[config.mk]
export PLATFORM = sky130hd
export DESIGN_NAME = stopclk_gen
export DESIGN_NICKNAME = d
export VERILOG_FILES = /design/src/rtl/stopclk_pkg.sv /design/src/rtl/stopclk_div.sv /design/src/rtl/stopclk_stat.sv /design/src/rtl/stopclk_ctrl.sv /design/src/rtl/stopclk_gen.sv
export SDC_FILE = /design/constraint.sdc
export NUM_CORES = 1
export LEC_CHECK = 0
export ABC_AREA = 1
export BUFFER_PORTS_ARGS = -buffer_cell sky130_fd_sc_hd__buf_2
export CORE_MARGIN = 1.5
export CORE_UTILIZATION = 45
export CTS_BUF_LIST = sky130_fd_sc_hd__clkbuf_8 sky130_fd_sc_hd__clkbuf_16
export DETAILED_ROUTE_END_ITERATION = 8
export GPL_ROUTABILITY_DRIVEN = 0
export HOLD_SLACK_MARGIN = 0.05
export SYNTH_ARGS = -nofsm -noshare
export SYNTH_HDL_FRONTEND = slang
export SYNTH_HIERARCHICAL = 1
export SYNTH_SLANG_ARGS = --single-unit
[constraint.sdc]
create_clock -name ref_clk -period 1.9 [get_ports ref_clk]
set_input_delay 0.38 -clock ref_clk [delete_from_list [all_inputs] [get_ports ref_clk]]
set_output_delay 0.38 -clock ref_clk [all_outputs]
set_load 0.01 [all_outputs]
[src/rtl/stopclk_pkg.sv]
`timescale 1ns/1ps
package stopclk_pkg;

    typedef enum logic [1:0] {
        ST_RUN    = 2'd0,
        ST_HALT   = 2'd1,
        ST_WARM   = 2'd2,
        ST_RESUME = 2'd3
    } run_state_t;

    typedef enum logic [2:0] {
        PH_HIGH  = 3'b001,
        PH_LOW_A = 3'b010,
        PH_LOW_B = 3'b100
    } phase_t;

    localparam logic [2:0] STAT_IDLE = 3'b111;
    localparam logic [2:0] STAT_STOP = 3'b011;

endpackage

[src/rtl/stopclk_div.sv]
`timescale 1ns/1ps
module stopclk_div
    import stopclk_pkg::*;
#(
    parameter int SLOW_DIV = 16
) (
    input  logic ref_clk,
    input  logic rst_n,
    input  logic run,
    input  logic slow,
    output logic clk_o,
    output logic clk50_o,
    output logic pclk_o,
    output logic rise_evt,
    output logic fall_evt
);
    localparam int PW   = (SLOW_DIV > 1) ? $clog2(SLOW_DIV) : 1;
    localparam int HALF = SLOW_DIV / 2;

    logic [PW-1:0] pre_q, pre_d;
    phase_t        ph_q, ph_d;
    logic          tick;
    logic          pclk_q;
    logic          slow_ext_q;
    logic          fast_ext_q;

    always_comb begin
        tick  = slow ? (pre_q == PW'(SLOW_DIV - 1)) : 1'b1;
        pre_d = pre_q;
        ph_d  = ph_q;
        if (run) begin
            pre_d = tick ? '0 : pre_q + 1'b1;
            if (tick) begin
                unique case (ph_q)
                    PH_HIGH:  ph_d = PH_LOW_A;
                    PH_LOW_A: ph_d = PH_LOW_B;
                    PH_LOW_B: ph_d = PH_HIGH;
                    default:  ph_d = PH_HIGH;
                endcase
            end
        end
    end

    assign rise_evt = run & tick & (ph_q == PH_LOW_B);
    assign fall_evt = run & tick & (ph_q == PH_HIGH);

    always_ff @(posedge ref_clk) begin
        if (!rst_n) begin
            pre_q      <= '0;
            ph_q       <= PH_HIGH;
            pclk_q     <= 1'b0;
            slow_ext_q <= 1'b0;
        end else begin
            pre_q      <= pre_d;
            ph_q       <= ph_d;
            slow_ext_q <= (ph_d == PH_LOW_A) && (pre_d < PW'(HALF));
            if (fall_evt) begin
                pclk_q <= ~pclk_q;
            end
        end
    end

    // half-cycle extension of the high phase for the fast speed
    always_ff @(negedge ref_clk) begin
        if (!rst_n) begin
            fast_ext_q <= 1'b1;
        end else begin
            fast_ext_q <= ph_q[0];
        end
    end

    assign clk_o   = ph_q[0];
    assign clk50_o = ph_q[0] | (slow ? slow_ext_q : fast_ext_q);
    assign pclk_o  = pclk_q;

endmodule

[src/rtl/stopclk_stat.sv]
`timescale 1ns/1ps
module stopclk_stat
    import stopclk_pkg::*;
(
    input  logic       ref_clk,
    input  logic       rst_n,
    input  logic       sample,
    input  logic       armed,
    input  logic       start,
    input  logic [2:0] status,
    output logic       halt_req
);
    logic idle_seen_q;

    always_ff @(posedge ref_clk) begin
        if (!rst_n) begin
            idle_seen_q <= 1'b0;
        end else if (!armed) begin
            idle_seen_q <= 1'b0;
        end else if (sample) begin
            idle_seen_q <= (status == STAT_IDLE);
        end
    end

    assign halt_req = sample & armed & idle_seen_q & (status == STAT_STOP) & ~start;

endmodule

[src/rtl/stopclk_ctrl.sv]
`timescale 1ns/1ps
module stopclk_ctrl
    import stopclk_pkg::*;
#(
    parameter int WARM_COUNT    = 8192,
    parameter int RESUME_CYCLES = 1
) (
    input  logic       ref_clk,
    input  logic       rst_n,
    input  logic       xtal,
    input  logic       start,
    input  logic       halt_req,
    output logic       run,
    output logic       osc_en,
    output run_state_t state_o
);
    localparam int MAXC = (WARM_COUNT > RESUME_CYCLES) ? WARM_COUNT : RESUME_CYCLES;
    localparam int CW   = $clog2(MAXC + 1);

    run_state_t    state_q, state_d;
    logic [CW-1:0] cnt_q;
    logic          start_q;
    logic          start_rise;

    assign start_rise = start & ~start_q;

    always_comb begin
        state_d = state_q;
        unique case (state_q)
            ST_RUN:    if (halt_req)   state_d = ST_HALT;
            ST_HALT:   if (start_rise) state_d = xtal ? ST_WARM : ST_RESUME;
            ST_WARM:   if (cnt_q == CW'(WARM_COUNT - 1))    state_d = ST_RUN;
            ST_RESUME: if (cnt_q == CW'(RESUME_CYCLES - 1)) state_d = ST_RUN;
            default:   state_d = ST_RUN;
        endcase
    end

    always_ff @(posedge ref_clk) begin
        if (!rst_n) begin
            state_q <= ST_RUN;
            cnt_q   <= '0;
            start_q <= start;
        end else begin
            state_q <= state_d;
            start_q <= start;
            if (state_d != state_q) begin
                cnt_q <= '0;
            end else if (state_q == ST_WARM || state_q == ST_RESUME) begin
                cnt_q <= cnt_q + 1'b1;
            end
        end
    end

    always_comb begin
        run     = (state_q == ST_RUN);
        osc_en  = ~(xtal && state_q == ST_HALT);
        state_o = state_q;
    end

endmodule

[src/rtl/stopclk_gen.sv]
`timescale 1ns/1ps
module stopclk_gen
    import stopclk_pkg::*;
#(
    parameter int WARM_COUNT    = 8192,
    parameter int RESUME_CYCLES = 1,
    parameter int SLOW_DIV      = 16
) (
    input  logic       ref_clk,
    input  logic       rst_n,
    input  logic       src_ext,
    input  logic       start,
    input  logic [2:0] status,
    input  logic       slow_sel,
    output logic       clk_out,
    output logic       clk50_out,
    output logic       pclk_out,
    output logic       osc_en
);
    logic       xtal_q;
    logic       slow_q;
    logic       running;
    logic       rise_evt;
    logic       fall_evt;
    logic       halt_req;
    run_state_t state_q;

    always_ff @(posedge ref_clk) begin
        if (!rst_n) begin
            xtal_q <= ~src_ext;
            slow_q <= slow_sel;
        end
    end

    stopclk_div #(.SLOW_DIV(SLOW_DIV)) u_div (
        .ref_clk  (ref_clk),
        .rst_n    (rst_n),
        .run      (running),
        .slow     (slow_q),
        .clk_o    (clk_out),
        .clk50_o  (clk50_out),
        .pclk_o   (pclk_out),
        .rise_evt (rise_evt),
        .fall_evt (fall_evt)
    );

    stopclk_stat u_stat (
        .ref_clk  (ref_clk),
        .rst_n    (rst_n),
        .sample   (rise_evt),
        .armed    (running),
        .start    (start),
        .status   (status),
        .halt_req (halt_req)
    );

    stopclk_ctrl #(
        .WARM_COUNT    (WARM_COUNT),
        .RESUME_CYCLES (RESUME_CYCLES)
    ) u_ctrl (
        .ref_clk  (ref_clk),
        .rst_n    (rst_n),
        .xtal     (xtal_q),
        .start    (start),
        .halt_req (halt_req),
        .run      (running),
        .osc_en   (osc_en),
        .state_o  (state_q)
    );

endmodule

==> flow_metrics.env <==
export IMPL_rr_startpoint="u_div/pre_q[1]$_SDFFE_PN0P_"
export IMPL_final_cell_area_sq_mm=0.00196
export IMPL_dieWidth_um=62.2
export IMPL_via_count=1345
export IMPL_hpwl_um=2120
export IMPL_crit_fanout=1
export IMPL_numCtsBuffers=5
export IMPL_vias_per_cell=4.67
export IMPL_status="finished, violations left"
export IMPL_path_cells="inv_1 > o21ai_1 > buf_2"
export IMPL_clock_sinks=30
export IMPL_fp_row_count=21
export IMPL_h_tree_depth=2
export IMPL_drv_cap=0
export IMPL_path_clk_slew_ns=0.06
export IMPL_grt_max_degree=15
export IMPL_dpl_cell_count=278
export IMPL_multiInputGateArea_sq_um=946
export IMPL_fill_cells=333
export IMPL_drtIter0Drc=68
export IMPL_r2r_slack_ns=0.03
export IMPL_cp_num_buf_inv=2
export IMPL_syn_area_sq_mm=0.00158
export IMPL_finalMaxSlewViolations=0
export IMPL_synthToLayoutAreaGrowth_pct=24.2
export IMPL_cpMaxStageDelayCell="dfxtp_1"
export IMPL_postRouteAntennaNets=0
export IMPL_grt_pass1_wl_um=5080
export IMPL_min_from="start"
export IMPL_grt_setup_unrepaired="yes"
export IMPL_grt_pass1_vias=1288
export IMPL_syn_avg_cell_area_sq_um=7.30
export IMPL_syn_nets=227
export IMPL_first_pass_iters=4
export IMPL_routedWlPerCell_um=10.0
export IMPL_drive_gt1_share_pct=26.9
export IMPL_hold_viol_final=0
export IMPL_worstSetupEndpointType="primary output"
export IMPL_utilization_pct=58.7
export IMPL_ys_seq_elements=30
export IMPL_start_util_pct=47.3
export IMPL_numPortBuffers=11
export IMPL_clock_latency_ns=0.32
export IMPL_max_slew_worst_pin_slew_ns=0.433
export IMPL_gr_total_overflow=0
export IMPL_dieHeight_um=62.2
export IMPL_peakVddDrop_mv=0.536
export IMPL_io_pins=12
export IMPL_slew_headroom_pct=71.0
export IMPL_synth_cells=216
export IMPL_layout_area_seq_sq_um=623
export IMPL_hold_path_class="in2reg"
export IMPL_crit_arrival_ns=1.85
export IMPL_p_per_area_mw_per_mm2=663
export IMPL_cpPeakStageDelay_ns=0.29
export IMPL_drc=0
export IMPL_root_buffer="clkbuf_8"
export IMPL_crit_family="flip-flops"
export IMPL_setup_slack_ns=-0.334
export IMPL_dieArea_sq_mm=0.00387
export IMPL_yosysSeqAreaShare_pct=39.3
export IMPL_drt_wl_total_um=2890
export IMPL_final_nets=252
export IMPL_num_antenna_cells=0
export IMPL_yosysWarnings=6
export IMPL_crit_type="reg2out"
export IMPL_skew_ns=0.0532
export IMPL_startpoint_type="flip-flop"
export IMPL_dpl_cell_area_sq_mm=0.00176
export IMPL_whs_endpoint="u_ctrl/start_q$_DFF_P_"
export IMPL_regToRegEndpoint="u_ctrl/cnt_q[4]$_SDFFE_PP0P_"
export IMPL_antenna_found_initial=0
export IMPL_ys_types=31
export IMPL_cts_tree="built"
export IMPL_cts_buffer_depth=2
export IMPL_setup_viol=1
export IMPL_core_area_sq_mm=0.00334
export IMPL_violations="negative setup slack"
export IMPL_leakage_nw=0.817
export IMPL_hold_depth=1
export IMPL_rr_worst_depth=13
export IMPL_fin_cells=288
export IMPL_required_ns=1.52
export IMPL_track_usage_pct=15.6
export IMPL_startpoint="u_div/fast_ext_q$_SDFF_NN1_"
-- logic make-up (layout without fill, tap and decap cells) --
| logic type | Yosys count | in the layout | share of synthesized area [%] |
|---|---|---|---|
| xor+xnor | 13 | 13 | 7.22 |
| compound gates | 10 | 10 | 3.57 |
| fa+ha+maj | 3 | 3 | 2.38 |
| flops | 30 | 30 | 39.3 |
| simple gates | 124 | 125 | 37.5 |
| buf+inv | 36 | 61 | 9.99 |
-- through the flow --
stage	setup slack (ns)	setup TNS [ns]	hold slack, ns	power, mW
finish	-0.334	-0.334	0.237	1.30
global placement	-0.0345	-0.297	0.473	0.822
floorplan	-0.000331	-0.000661	0.408	0.783
detailed placement	-0.140	-1.59	0.494	0.826
CTS	-0.343	-0.343	0.233	1.30
global route	-0.383	-1.53	0.234	1.36
-- synth_stat cells --
library cell,count,area share (%)
and3_1,1,0.40
nand3b_1,2,0.95
a21oi_1,6,1.9
nor2_2,12,4.8
clkinv_1,1,0.24
buf_8,1,0.95
nor2_4,1,0.71
ha_1,3,2.4
nand4_1,2,0.79
a21boi_0,1,0.48
a21oi_2,1,0.56
buf_4,1,0.48
o21ai_0,1,0.32
buf_6,1,0.71
nor3_2,1,0.63
nor3b_1,1,0.48
nand2_4,2,1.4
o21ai_1,1,0.32
nand3_1,15,4.8
inv_1,30,7.1
nand2_2,4,1.6
nor2_1,26,6.2
nand3_2,2,1.3
inv_2,2,0.48
nor3_1,4,1.3
xor2_1,9,5.0
nand2_1,50,12
edfxtp_1,2,3.8
nor4_1,1,0.40
dfxtp_1,28,36
xnor2_1,4,2.2
-- worst max-delay path by stage --
stage / to / slack [ns] / depth (start not counted)
finish: clk50_out / -0.33 / 3
global route: clk50_out / -0.38 / 3
CTS: clk50_out / -0.34 / 3
detailed placement: u_ctrl/cnt_q[2]$_SDFFE_PP0P_ / -0.14 / 13
global placement: u_ctrl/cnt_q[3]$_SDFFE_PP0P_ / -0.03 / 13
floorplan: u_ctrl/cnt_q[0]$_SDFFE_PP0P_ / -0.0003 / 14
-- where the power goes --
group          leakage, nW  internal (mW)  switching (mW)
Combinational        0.517         0.0600          0.0827
Sequential           0.248          0.658          0.0206
Clock               0.0521          0.249           0.230
Total                0.817          0.967           0.333
-- per-layer routing --
layer / up-vias / wire length (um) / GRT usage, %
met3: 4 / 89 / 4.53
met1: 607 / 1290 / 18.5
met4: 0 / 31 / 4.17
met2: 18 / 1470 / 27.7
li1: 716 / - / -
met5: - / 0 / 0
-- cells in the final DEF, fill, tap and decap left out, types with 3 or more instances in the layout --
| cell type | Yosys | routed |
|---|---|---|
| nand2_4 | 2 | 3 |
| nor2_2 | 12 | 7 |
| nor3_1 | 4 | 3 |
| inv_1 | 30 | 30 |
| buf_2 | 0 | 11 |
| xnor2_1 | 4 | 4 |
| a21oi_1 | 6 | 6 |
| nand2_2 | 4 | 3 |
| dfxtp_1 | 28 | 26 |
| buf_4 | 1 | 9 |
| xor2_1 | 9 | 9 |
| nand2_1 | 50 | 49 |
| nand3_1 | 15 | 14 |
| nor2_1 | 26 | 22 |
| nor2_4 | 1 | 10 |
| clkbuf_8 | 0 | 5 |
-- sequential cells by signal (all words and copies together) (netlist names) --
register / flops
u_div/pclk_o: 1
u_div/slow_ext_q: 1
u_ctrl/start_q: 1
u_ctrl/cnt_q: 14
u_div/ph_q: 3
slow_q: 1
u_ctrl/state_o: 2
u_div/pre_q: 4
u_stat/idle_seen_q: 1
xtal_q: 1
u_div/fast_ext_q: 1
-- cell type report --
class                   instances  share of cell area, %
repair buffers                 20                   6.26
inverters                      32                   6.39
clock buffers                   5                   3.51
clock inverters                 4                  0.830
multi-input cells             151                   48.3
flip-flops and latches         30                   31.8
well taps                      46                   2.94
-- timing repair --
item                                    in CTS  in global routing
endpoints found under the setup margin      15                 15
hold buffers                                 0                  0
pin swaps                                    1                  2
cloned                                       0                  1
setup buffers                                0                  1
resized for setup                            2                 21
(Power assumes the default switching activity.)
